===== src/rtl/convpair_pkg.sv =====
package convpair_pkg;

  typedef enum logic [1:0] {
    ST_IDLE  = 2'd0,
    ST_DUMMY = 2'd1,
    ST_FRAME = 2'd2
  } seq_state_e;

  // True when position p lies in the closed window [lo, hi].
  function automatic logic in_win(input int unsigned p, input int unsigned lo,
                                  input int unsigned hi);
    return (p >= lo) && (p <= hi);
  endfunction

endpackage


===== src/rtl/frame_timer.sv =====
module frame_timer
  import convpair_pkg::*;
#(
  parameter int CNT_W    = 16,
  parameter int STB_CYC  = 5,
  parameter int WAIT_CYC = 5,
  parameter int XFER_CYC = 7,
  parameter int FRAME_LEN = 1 + 3 * STB_CYC + WAIT_CYC + XFER_CYC,
  parameter int POS_W    = $clog2(FRAME_LEN)
) (
  input  logic             clk,
  input  logic             rst_n,
  input  logic             start,
  input  logic [CNT_W-1:0] frame_total,
  output seq_state_e       state,
  output logic [POS_W-1:0] pos,
  output logic             run_go,
  output logic             done
);

  localparam int PRE_LEN = STB_CYC + 2;
  localparam logic [POS_W-1:0] PRE_LAST   = POS_W'(PRE_LEN - 1);
  localparam logic [POS_W-1:0] FRAME_LAST = POS_W'(FRAME_LEN - 1);

  logic [CNT_W-1:0] frm_goal;
  logic [CNT_W-1:0] frm_idx;
  logic             pre_end;
  logic             frm_end;
  logic             last_frame;

  assign run_go     = (state == ST_IDLE) && start;
  assign pre_end    = (state == ST_DUMMY) && (pos == PRE_LAST);
  assign frm_end    = (state == ST_FRAME) && (pos == FRAME_LAST);
  assign last_frame = ({1'b0, frm_idx} + 1'b1) == {1'b0, frm_goal};

  always_ff @(posedge clk or negedge rst_n) begin
    if (!rst_n) begin
      state    <= ST_IDLE;
      pos      <= '0;
      frm_goal <= '0;
      frm_idx  <= '0;
      done     <= 1'b0;
    end else begin
      case (state)
        ST_IDLE: begin
          if (start) begin
            state    <= ST_DUMMY;
            pos      <= '0;
            frm_goal <= frame_total;
            frm_idx  <= '0;
            done     <= 1'b0;
          end
        end
        ST_DUMMY: begin
          if (pre_end) begin
            pos <= '0;
            if (frm_goal == '0) begin
              state <= ST_IDLE;
              done  <= 1'b1;
            end else begin
              state <= ST_FRAME;
            end
          end else begin
            pos <= pos + 1'b1;
          end
        end
        ST_FRAME: begin
          if (frm_end) begin
            pos <= '0;
            if (last_frame) begin
              state <= ST_IDLE;
              done  <= 1'b1;
            end else begin
              frm_idx <= frm_idx + 1'b1;
            end
          end else begin
            pos <= pos + 1'b1;
          end
        end
        default: begin
          state <= ST_IDLE;
          pos   <= '0;
        end
      endcase
    end
  end

endmodule


===== src/rtl/strobe_decode.sv =====
module strobe_decode
  import convpair_pkg::*;
#(
  parameter int STB_CYC  = 5,
  parameter int WAIT_CYC = 5,
  parameter int XFER_CYC = 7,
  parameter int POS_W    = 5
) (
  input  seq_state_e       state,
  input  logic [POS_W-1:0] pos,
  output logic             adc_cs_n,
  output logic             adc_wr_n,
  output logic             adc_rd_n,
  output logic             dac_cs_n,
  output logic             dac_wr_n,
  output logic             ev_capture,
  output logic             ev_load
);

  // Frame layout: position 0 is the idle slot and doubles as ADC select lead.
  localparam int W0 = 1;
  localparam int R0 = W0 + STB_CYC + WAIT_CYC;
  localparam int X0 = R0 + STB_CYC;
  localparam int D0 = X0 + XFER_CYC;

  int unsigned p;
  logic        in_frame;
  logic        in_dummy;
  logic        wr_win;
  logic        rd_win;
  logic        dwr_win;
  logic        acs_win;
  logic        dcs_win;

  always_comb begin
    p        = 32'(pos);
    in_frame = (state == ST_FRAME);
    in_dummy = (state == ST_DUMMY);
    wr_win   = in_frame && in_win(p, W0, W0 + STB_CYC - 1);
    rd_win   = (in_frame && in_win(p, R0, R0 + STB_CYC - 1)) ||
               (in_dummy && in_win(p, 1, STB_CYC));
    dwr_win  = in_frame && in_win(p, D0, D0 + STB_CYC - 1);
    acs_win  = in_dummy ||
               (in_frame && (in_win(p, W0 - 1, W0 + STB_CYC) ||
                             in_win(p, R0 - 1, R0 + STB_CYC)));
    dcs_win  = in_frame && in_win(p, D0 - 1, D0 + STB_CYC - 1);
  end

  assign adc_wr_n   = !wr_win;
  assign adc_rd_n   = !rd_win;
  assign dac_wr_n   = !dwr_win;
  assign adc_cs_n   = !acs_win;
  assign dac_cs_n   = !dcs_win;
  assign ev_capture = in_frame && (p == R0 + STB_CYC - 1);
  assign ev_load    = in_frame && (p == X0);

endmodule


===== src/rtl/tri_wave.sv =====
module tri_wave #(
  parameter int DAC_W    = 12,
  parameter int RISE_PTS = 16,
  parameter int FALL_PTS = 16
) (
  input  logic             clk,
  input  logic             rst_n,
  input  logic             clear,
  input  logic [DAC_W-1:0] step_in,
  input  logic             advance,
  output logic [DAC_W-1:0] level
);

  localparam int PER  = RISE_PTS + FALL_PTS;
  localparam int PT_W = (PER > 1) ? $clog2(PER) : 1;
  localparam logic [PT_W-1:0] PT_LAST = PT_W'(PER - 1);
  localparam logic [PT_W-1:0] RISE_L  = PT_W'(RISE_PTS);

  function automatic logic [DAC_W-1:0] up_sat(input logic [DAC_W-1:0] a,
                                              input logic [DAC_W-1:0] s);
    logic [DAC_W:0] sum;
    sum = {1'b0, a} + {1'b0, s};
    return sum[DAC_W] ? {DAC_W{1'b1}} : sum[DAC_W-1:0];
  endfunction

  function automatic logic [DAC_W-1:0] down_sat(input logic [DAC_W-1:0] a,
                                                input logic [DAC_W-1:0] s);
    return (s > a) ? '0 : a - s;
  endfunction

  logic [DAC_W-1:0] step_q;
  logic [PT_W-1:0]  pt;
  logic             rising;

  assign rising = (pt < RISE_L);

  always_ff @(posedge clk or negedge rst_n) begin
    if (!rst_n) begin
      level  <= '0;
      step_q <= '0;
      pt     <= '0;
    end else if (clear) begin
      level  <= '0;
      step_q <= step_in;
      pt     <= '0;
    end else if (advance) begin
      level <= rising ? up_sat(level, step_q) : down_sat(level, step_q);
      pt    <= (pt == PT_LAST) ? '0 : pt + 1'b1;
    end
  end

endmodule


===== src/rtl/convpair_seq.sv =====
module convpair_seq
  import convpair_pkg::*;
#(
  parameter int ADC_W    = 8,
  parameter int DAC_W    = 12,
  parameter int CNT_W    = 16,
  parameter int STB_CYC  = 5,
  parameter int WAIT_CYC = 5,
  parameter int XFER_CYC = 7,
  parameter int RISE_PTS = 16,
  parameter int FALL_PTS = 16
) (
  input  logic             clk,
  input  logic             rst_n,
  input  logic             start,
  input  logic [CNT_W-1:0] frame_total,
  input  logic [DAC_W-1:0] wave_step,
  output logic             adc_cs_n,
  output logic             adc_wr_n,
  output logic             adc_rd_n,
  input  logic [ADC_W-1:0] adc_din,
  output logic             dac_cs_n,
  output logic             dac_wr_n,
  output logic [DAC_W-1:0] dac_data,
  output logic [ADC_W-1:0] sample,
  output logic             sample_vld,
  output logic             done
);

  localparam int FRAME_LEN = 1 + 3 * STB_CYC + WAIT_CYC + XFER_CYC;
  localparam int POS_W     = $clog2(FRAME_LEN);

  seq_state_e       state;
  logic [POS_W-1:0] pos;
  logic             run_go;
  logic             ev_capture;
  logic             ev_load;
  logic [DAC_W-1:0] wave_level;

  frame_timer #(
    .CNT_W(CNT_W), .STB_CYC(STB_CYC), .WAIT_CYC(WAIT_CYC),
    .XFER_CYC(XFER_CYC), .FRAME_LEN(FRAME_LEN), .POS_W(POS_W)
  ) u_timer (
    .clk(clk), .rst_n(rst_n), .start(start), .frame_total(frame_total),
    .state(state), .pos(pos), .run_go(run_go), .done(done)
  );

  strobe_decode #(
    .STB_CYC(STB_CYC), .WAIT_CYC(WAIT_CYC), .XFER_CYC(XFER_CYC), .POS_W(POS_W)
  ) u_decode (
    .state(state), .pos(pos),
    .adc_cs_n(adc_cs_n), .adc_wr_n(adc_wr_n), .adc_rd_n(adc_rd_n),
    .dac_cs_n(dac_cs_n), .dac_wr_n(dac_wr_n),
    .ev_capture(ev_capture), .ev_load(ev_load)
  );

  tri_wave #(
    .DAC_W(DAC_W), .RISE_PTS(RISE_PTS), .FALL_PTS(FALL_PTS)
  ) u_wave (
    .clk(clk), .rst_n(rst_n), .clear(run_go), .step_in(wave_step),
    .advance(ev_load), .level(wave_level)
  );

  // Capture register on the last read cycle; DAC code fetched in the transfer slot.
  always_ff @(posedge clk or negedge rst_n) begin
    if (!rst_n) begin
      sample     <= '0;
      sample_vld <= 1'b0;
      dac_data   <= '0;
    end else begin
      sample_vld <= ev_capture;
      if (ev_capture) sample <= adc_din;
      if (ev_load) dac_data <= wave_level;
    end
  end

endmodule


===== config.mk =====
export PLATFORM = sky130hd
export DESIGN_NAME = convpair_seq
export DESIGN_NICKNAME = d
export VERILOG_FILES = /design/src/rtl/convpair_pkg.sv /design/src/rtl/frame_timer.sv /design/src/rtl/strobe_decode.sv /design/src/rtl/tri_wave.sv /design/src/rtl/convpair_seq.sv
export SDC_FILE = /design/constraint.sdc
export NUM_CORES = 1
export LEC_CHECK = 0
export CORE_ASPECT_RATIO = 0.6
export CORE_UTILIZATION = 50
export DETAILED_ROUTE_END_ITERATION = 12
export HOLD_SLACK_MARGIN = 0.06
export PLACE_DENSITY = 0.83
export SLEW_MARGIN = 5
export SYNTH_ARGS = -nofsm -noshare
export SYNTH_HDL_FRONTEND = slang
export SYNTH_SLANG_ARGS = --single-unit

===== constraint.sdc =====
create_clock -name clk -period 4.3 [get_ports clk]
set_clock_uncertainty 0.05 [all_clocks]
set_input_delay 0.43 -clock clk [delete_from_list [all_inputs] [get_ports clk]]
set_output_delay 0.43 -clock clk [all_outputs]
set_load 0.02 [all_outputs]

Yosys cells after proc, flatten, opt, wreduce, memory -nomap -nowiden
Index checks and enable logic that the tools add are counted.
Operators by class
  add/subtract/negate cells: 6
  mux-type cells: 28
  reduce and logical (&&, ||, !) cells: 33
  eq/ne operators: 14
  order comparisons: 12
Operators with widths (number)
  $mux 12: 5
  $mux 16: 3
  $pmux 16 s2: 1
  $mux 5: 6
  $add 16x1->17 const B: 1
  $eq 17x16->1: 1
  $add 16x1->16 const B: 1
  $logic_and 1x1->1: 16
  $logic_not 16->1: 1
  $eq 5x5->1 const B: 3
  $pmux 5 s3: 1
  $add 12x12->13: 1
  $gt 12x12->1: 1
  $ne 2x2->1 const B: 6
  $sub 12x12->12: 1
  $add 5x1->5 const B: 2
  $ge 5x4->1 const B: 2
  $ge 5x5->1 const B: 2
  $le 5x3->1 const B: 2
  $le 5x5->1 const B: 2
  $mux 2: 5
  $reduce_and 4->1: 2
  $pmux 2 s3: 1
  $reduce_and 6->1: 1
  other kinds (15): 26
Storage, ports and cells
  bits of input ports: 39
  output and inout port bits: 27
  bits in registers: 90

Longest topological paths before layout
Gate-level depths: netlist of the first run.
  depth after elaboration: 6
  depth in mapped cells: 12
  mapped depth without buffers: 12

Hierarchy
A second synthesis of the first run with hierarchy kept.
Second synthesis, totals
  cells, all modules: 645
  area total of the unflattened synthesis: 6185.9 um2
By module, submodules not included
  frame_timer: sequential area each 1001.0 um2, cells an instance 280, area each 2633.8 um2, instances 1
  tri_wave: sequential area each 725.7 um2, cells an instance 293, area each 2544.9 um2, instances 1
  convpair_seq: sequential area each 525.5 um2, cells an instance 43, area each 810.8 um2, instances 1
  strobe_decode: sequential area each 0.0 um2, cells an instance 29, area each 196.4 um2, instances 1

Worst setup path after synthesis of the first run
OpenSTA, ideal clock, no wires.
  kind: reg2reg
  from: register u_wave.level[0]
  to: register u_wave.level[10]
  data required time: 4.128 ns
  arrival time: 2.812 ns
  period minus slack after synthesis: 2.984 ns
  cell stages (with the launch flop): 13
  path buffers: 0
  path slack: 1.316 ns
  cell sequence: dfrtp_1 > inv_1 > ha_1 > inv_1 > fa_1 > a21o_1 > a21o_1 > a2111oi_0 > o31ai_1 > a211o_1 > o21ai_0 > a21oi_1 > a32o_1
On the way
  cells in the longest elaborated chain, start to end: 5
RTL lines
  from (decl): RTL line tri_wave.sv:11  | output logic [DAC_W-1:0] level
  from (signal assigned): RTL line tri_wave.sv:47  | level <= rising ? up_sat(level, step_q) : down_sat(level, step_q);
  $sub 12x12->12 (tied with other cells): RTL line tri_wave.sv:28  | return (s > a) ? '0 : a - s;
  $mux 12 (on tied branches): RTL line tri_wave.sv:28, tri_wave.sv:23
  $mux 12 *: RTL line tri_wave.sv:47
  $mux 12 *: RTL line tri_wave.sv:46  | end else if (advance) begin
  $mux 12 *: RTL line tri_wave.sv:42  | end else if (clear) begin
Every way passes the cells marked *; elsewhere a longest branch is shown, timed or not. The select of a mux whose other input is x is not followed.
A chain may end at the register's enable or synchronous reset.

Final worst setup path of the first run
  from: register u_wave.level[0]
  to: register u_wave.level[8]
The elaborated chain is that of the path after synthesis.

==> results of run 1 <==
==> power breakdown <==
part	total (mW)	switching, mW	internal [mW]
combinational	1.48	0.895	0.581
clock	0.789	0.340	0.449
sequential	1.18	0.173	1.01
==> per-stage QoR <==
stage	instances	hold slack [ps]	instance area, um^2
global route	885	473	6960
global placement	869	373	6670
CTS	885	456	6960
finish	885	454	6960
detailed placement	869	384	6670
floorplan	674	84.4	5960
==> flip-flops by register name, indices dropped and copies added (netlist names) <==
signal,count
u_wave.pt,5
u_timer.frm_idx,16
dac_data,12
sample_vld,1
u_timer.state,2
u_wave.level,12
u_timer.done,1
u_timer.frm_goal,16
u_timer.pos,5
u_wave.step_q,12
sample,8
==> cells in the mapped netlist (8+ instances only) <==
library cell | n | share of area (%)
and3_1 | 8 | 0.84
nand2b_1 | 12 | 1.3
dfrtp_1 | 90 | 38
xnor2_1 | 16 | 2.3
nand4_1 | 8 | 0.84
mux2_2 | 22 | 4.2
o21ai_0 | 40 | 3.4
nor2b_1 | 9 | 0.94
o31ai_1 | 10 | 1.3
nand2_1 | 118 | 7.4
nand3_1 | 13 | 1.1
xor2_1 | 9 | 1.3
inv_1 | 35 | 2.2
nor3_1 | 13 | 1.1
o21ai_1 | 11 | 0.92
nor2_1 | 35 | 2.2
a21oi_1 | 28 | 2.3
ha_1 | 35 | 7.3
clkbuf_1 | 26 | 1.6
==> metal layers <==
| layer | vias up | global-route usage, % | part of all wire (%) |
|---|---|---|---|
| met5 | - | 0 | 0 |
| met4 | 0 | 8.99 | 1.6 |
| met3 | 28 | 6.96 | 11 |
| met2 | 349 | 39.1 | 41 |
| met1 | 2507 | 41.0 | 46 |
| li1 | 2489 | - | - |
==> final timing paths <==
path | startpoint | to | slack, ps | cells past startpoint
min in group asynchronous | rst_n | dac_data[9]$_DFFE_PN0P_ | 540 | 2
worst min register to register | dac_data[7]$_DFFE_PN0P_ | dac_data[7]$_DFFE_PN0P_ | 450 | 1
worst min-delay path | dac_data[7]$_DFFE_PN0P_ | dac_data[7]$_DFFE_PN0P_ | 450 | 1
max in group asynchronous | rst_n | u_timer.frm_goal[14]$_DFFE_PN0P_ | 2610 | 3
worst max register to register | u_wave.level[0]$_DFFE_PN0P_ | u_wave.level[8]$_DFFE_PN0P_ | 820 | 12
worst max-delay path | u_wave.level[0]$_DFFE_PN0P_ | u_wave.level[8]$_DFFE_PN0P_ | 820 | 12
==> area by class of cell <==
| type | count | area (um^2) |
|---|---|---|
| Multi-Input combinational cell | 512 | 3380 |
| Timing Repair Buffer | 73 | 711 |
| Fill cell | 967 | 4490 |
| Inverter | 35 | 131 |
| Clock inverter | 4 | 53.8 |
| Tap cell | 160 | 200 |
| Sequential cell | 90 | 2250 |
| Clock buffer | 11 | 233 |
==> cells in the final DEF (no fill, tap or decap), types with 6 or more instances in the layout <==
master and count:
o211ai_1 7, clkbuf_16 9, nand2_1 118, a21oi_1 28, inv_1 35, o31ai_1 10, nor3_1 13, xnor2_1 16
nor2b_1 9, and3_1 8, nand3_1 13, nor2_1 35, buf_4 8, o21ai_0 40, mux2_2 22, nand4_1 8
a21o_1 7, a211o_1 6, ha_1 35, o21ai_1 11, a31oi_1 7, clkdlybuf4s50_1 64, dfrtp_1 90, xor2_1 9
nand2b_1 12, nor4_1 7
==> logic make-up after synthesis <==
kind of cell / Yosys count / share of synthesized area (%)
AOI/OAI and AO/OA: 173 / 19.7
and+or+nand+nor: 251 / 20.5
xor gates and xnor gates: 25 / 3.67
muxes: 26 / 4.87
buffers and inverters: 72 / 5.54
adders and majority gates: 37 / 8.01
DFF: 90 / 37.8
==> critical path: cells and delay by family (launching register included) <==
| kind | cells | cell delay, ps |
|---|---|---|
| adder cells (fa/ha/maj) | 2 | 560 |
| AO/OA/AOI/OAI | 8 | 2200 |
| buffers and inverters | 2 | 140 |
| flip-flops | 1 | 400 |
==> impl_metrics.py, run 1 <==
metrics = {
    "die": {
        "dieWidth_um": 143,
        "core_area_um2": 11400,
        "die_area_um2": 12400,
        "rows": 30,
        "ios": 66,
        "initial_utilization_pct": 52.1,
        "die_h_um": 86.6,
    },
    "critical_path": {
        "crit_top_cell": "a21o_1",
        "crit_path_top_delay_cell": "a2111oi_0",
        "cp-end-kind": "flip-flop",
        "cp_max_fo": 7,
        "worstSetupPathType": "flip-flop to flip-flop",
        "worstPathArrival_ps": 3650,
        "path_cells": "inv_1 > ha_1 > inv_1 > fa_1 > a21o_1 > a21o_1 > a2111oi_0 > o31ai_1 > a211o_1 > o21ai_0 > a21o_1 > o21ai_0",
        "startpoint_type": "flip-flop",
        "critical-path-max-stage-delay_ps": 680,
        "worstPathRequired_ps": 4470,
    },
    "clock_network": {
        "hold_buffers": 1,
        "tritoncts": "yes",
        "root_buffer": "clkbuf_16",
        "cts_buffers": 9,
        "clockBufferDepth": 2,
        "clock-sinks": 90,
        "cts_setup_buffers": 0,
        "cts_resized": 0,
        "clkLatencyLatePin_ps": 350,
        "path_clk_slew_ps": 70,
        "h-tree-depth": 3,
    },
    "global_route": {
        "grt_pass1_wl_mm": 26.3,
        "grt_pass1_vias": 5164,
        "grt.total_usage_pct": 27.7,
        "globalRoute.totalOverflow": 0,
        "antenna_found_initial": 0,
        "grt_max_degree": 53,
    },
    "sta": {
        "fin_ws_ps": 816,
        "drv_slew": 0,
        "relSlewSlack_pct": 20.0,
        "fmax_mhz": 287,
        "min_period_ps": 3480,
        "hold_viol_final": 0,
        "fin_crit_sh_pct": 81.0,
        "rsz0062_at_grt": "no",
        "tightest_slew_ps": 1180,
        "finalSetupTns_ps": 0,
        "setup_violations": 0,
    },
    "synthesis": {
        "synthCells": 674,
        "synth_cell_types": 72,
        "synth_nets": 750,
        "ys.flop_type": "dfrtp_1",
        "ys_seq_elements": 90,
        "yosysWarnings": 0,
        "synth_seq_area_share_pct": 37.8,
        "async_reset_ff_share_pct": 100,
        "synth-edff-count": 0,
        "syn-cell-area_um2": 5960,
        "synth.avg_cell_area_um2": 8.85,
    },
    "pwr": {
        "power_mw": 3.45,
        "power_density_nw_per_um2": 495,
        "vdd_drop_max_mv": 0.330,
        "p_leak_nw": 3.09,
    },
    "placement": {
        "post-place-ws_ps": 918,
        "globalplace.congestion": 1.01,
        "numPortBuffers": 65,
        "detailed_place_hpwl_mm": 11.7,
    },
    "layout": {
        "num_antenna_cells": 0,
        "area_delta_synth_final_pct": 16.7,
        "final_nets": 797,
        "utilization_pct": 60.8,
        "drive_above_1_share_pct": 8.41,
    },
    "detailed_routing": {
        "dr_total_vias": 5373,
        "drcViolationCount": 0,
        "first_pass_iters": 5,
        "finalWirelength_mm": 16.2,
        "viasPerCell": 6.07,
        "postRouteAntennaNets": 0,
        "drt_iter0_markers": 708,
        "routedWlPerCell_um": 18.3,
    },
    "outcome": {
        "status": "finished, final reports clean",
    },
    "job": {
        "cap_violations": 0,
    },
    "worst_hold_path": {
        "min_path_type": "flip-flop to flip-flop",
    },
}
No activity file was read; power rests on OpenSTA's default activity.
==> run 2: changes to the inputs <==
==> constraint.sdc (replaced) <==
create_clock -name clk -period 3.6 [get_ports clk]
set_clock_uncertainty 0.05 [all_clocks]
set_input_delay 0.36 -clock clk [delete_from_list [all_inputs] [get_ports clk]]
set_output_delay 0.36 -clock clk [all_outputs]
set_load 0.02 [all_outputs]
==> impl_metrics.py, run 2 (synthesis gave the netlist of run 1 again) <==
metrics = {
    "critical_path": {
        "cp.depth": 12,
        "cp_max_fo": 4,
        "worstSetupPathType": "flip-flop to flip-flop",
        "cp-end-kind": "flip-flop",
        "path_cells": "inv_1 > ha_1 > inv_1 > fa_1 > a21o_1 > a21o_1 > a2111oi_1 > o31ai_1 > a211o_1 > o21ai_0 > a21oi_1 > a32o_1",
        "r2r_cells": 12,
        "worstPathRequired_ps": 3790,
        "crit_path_top_delay_cell": "a2111oi_1",
        "startpoint_type": "flip-flop",
        "r2r_setup_slack_ps": 210,
        "worst_r2r_endpoint": "u_wave.level[10]$_DFFE_PN0P_",
        "crit_start": "u_wave.level[0]$_DFFE_PN0P_",
        "critical-path-max-stage-delay_ps": 600,
        "critPathCapture": "u_wave.level[10]$_DFFE_PN0P_",
        "cp_top_family": "compound AO/OA/AOI/OAI gates",
        "worstPathArrival_ps": 3570,
        "r2r-start": "u_wave.level[0]$_DFFE_PN0P_",
        "crit_buf_inv": 2,
    },
    "global_route": {
        "globalRoute.totalOverflow": 0,
        "use_met1_pct": 41.0,
        "use_met2_pct": 38.8,
        "grt_pass1_vias": 4962,
        "antenna_found_initial": 0,
        "use_met3_pct": 7.07,
        "grt.total_usage_pct": 27.4,
        "grt_max_degree": 70,
        "grt_busiest_layer": "met1",
        "grt_pass1_wl_mm": 26.0,
    },
    "placement": {
        "detailed_place_hpwl_mm": 11.6,
        "globalplace.congestion": 0.919,
        "post-place-ws_ps": 171,
        "numPortBuffers": 65,
    },
    "sta": {
        "setup_violations": 0,
        "rsz0062_at_grt": "no",
        "drv_slew": 0,
        "fin_crit_sh_pct": 94.1,
        "fin_ws_ps": 213,
        "tightest_slew_ps": 884,
        "fmax_mhz": 295,
        "min_period_ps": 3390,
        "hold_viol_final": 0,
        "relSlewSlack_pct": 41.1,
        "finalSetupTns_ps": 0,
    },
    "pwr": {
        "p_leak_nw": 3.11,
        "power_density_nw_per_um2": 589,
        "power_mw": 4.12,
        "vdd_drop_max_mv": 0.311,
    },
    "clock_network": {
        "clock-sinks": 90,
        "h-tree-depth": 3,
        "clkLatencyLatePin_ps": 350,
        "tritoncts": "yes",
        "path_clk_slew_ps": 70,
        "root_buffer": "clkbuf_16",
        "cts_buffers": 9,
        "cts_setup_buffers": 0,
        "clockBufferDepth": 2,
    },
    "die": {
        "dieWidth_um": 143,
        "ios": 66,
        "rows": 30,
        "die_area_um2": 12400,
        "die_h_um": 86.6,
        "initial_utilization_pct": 52.1,
        "core_area_um2": 11400,
    },
    "detailed_routing": {
        "drt_iter0_markers": 441,
        "drcViolationCount": 0,
        "viasPerCell": 5.89,
        "dr_total_vias": 5241,
        "finalWirelength_mm": 15.9,
        "postRouteAntennaNets": 0,
        "first_pass_iters": 5,
        "routedWlPerCell_um": 17.9,
    },
    "layout": {
        "mostFrequentLayoutCells": "nand2_1 (118), dfrtp_1 (90), clkdlybuf4s50_1 (64)",
        "seq_area_um2": 2250,
        "final_common_cell": "nand2_1",
        "area_delta_synth_final_pct": 17.2,
        "final_nets": 801,
        "nFillCells": 959,
        "multi_input_area_um2": 3380,
        "drive_above_1_share_pct": 9.45,
        "reg.largest.list": "u_timer.frm_goal: 16 flops, u_timer.frm_idx: 16 flops",
        "num_antenna_cells": 0,
    },
    "outcome": {
        "status": "finished, final reports clean",
    },
    "worst_hold_path": {
        "min_path_type": "input pin to async pin",
    },
    "job": {
        "cap_violations": 0,
    },
}
==> run 2: changes by cell type in the layout (fill, tap and decap cells not counted), sizes merged <==
| cell | delta |
|---|---|
| buf | +5 |
| inv | +3 |
| clkbuf | -2 |
| bufinv | -1 |
| clkinv | +1 |
| dlygate4sd3 | -1 |
==> run 2: metrics by stage <==
step                      utilization, %  cells  hold slack [ps]  cell area (um^2)
after floorplan                        -    674             14.4              5960
after global placement              58.6    874              435              6700
after detailed placement            58.6    874              444              6700
after CTS                           61.0    890              122              6990
after global routing                61.0    890              157              6990
final                               61.0    890             84.2              6990
==> run 2: what timing repair did <==
action,in CTS,in global routing
gates resized for setup,0,1
endpoints found under the setup margin,0,11
hold buffers,0,0
==> run 2: power by group <==
group | total (mW) | internal (mW) | switching, mW
clock | 0.923 | 0.478 | 0.444
combinational | 1.77 | 0.708 | 1.06
sequential | 1.42 | 1.20 | 0.219
==> run 2: how the worst min path moves through the flow <==
| stage | from | end | slack, ps |
|---|---|---|---|
| 2_1_floorplan | rst_n | dac_data[0]$_DFFE_PN0P_ | 10 |
| 3_3_place_gp | sample[1]$_DFFE_PN0P_ | sample[1]$_DFFE_PN0P_ | 440 |
| 3_5_place_dp | dac_data[4]$_DFFE_PN0P_ | dac_data[4]$_DFFE_PN0P_ | 440 |
| 4_1_cts | rst_n | dac_data[9]$_DFFE_PN0P_ | 120 |
| 5_1_grt | rst_n | dac_data[8]$_DFFE_PN0P_ | 160 |
| 6_report | rst_n | dac_data[8]$_DFFE_PN0P_ | 80 |
==> run 2: area by class of cell <==
| class | count | share of cell area, % |
|---|---|---|
| clock buffers | 9 | 3.22 |
| flip-flops and latches | 90 | 32.2 |
| clock inverters | 7 | 0.841 |
| repair buffers | 77 | 10.6 |
| well taps | 160 | 2.86 |
| inverters | 35 | 1.88 |
| multi-input cells | 512 | 48.4 |
==> run 2: per-layer routing <==
| layer | routed length, um | part of all wire [%] | vias up |
|---|---|---|---|
| met3 | 1390 | 8.8 | 12 |
| li1 | - | - | 2491 |
| met2 | 6590 | 41 | 221 |
| met5 | 0 | 0 | - |
| met1 | 7820 | 49 | 2517 |
| met4 | 133 | 0.84 | 0 |
==> run 2: worst register-to-register path, cell delays in order (launching register included) <==
cell and delay (ps):
dfrtp_1 400, inv_1 80, ha_1 170, inv_1 60, fa_1 390, a21o_1 170
a21o_1 210, a2111oi_1 600, o31ai_1 200, a211o_1 320, o21ai_0 140, a21oi_1 210
a32o_1 280
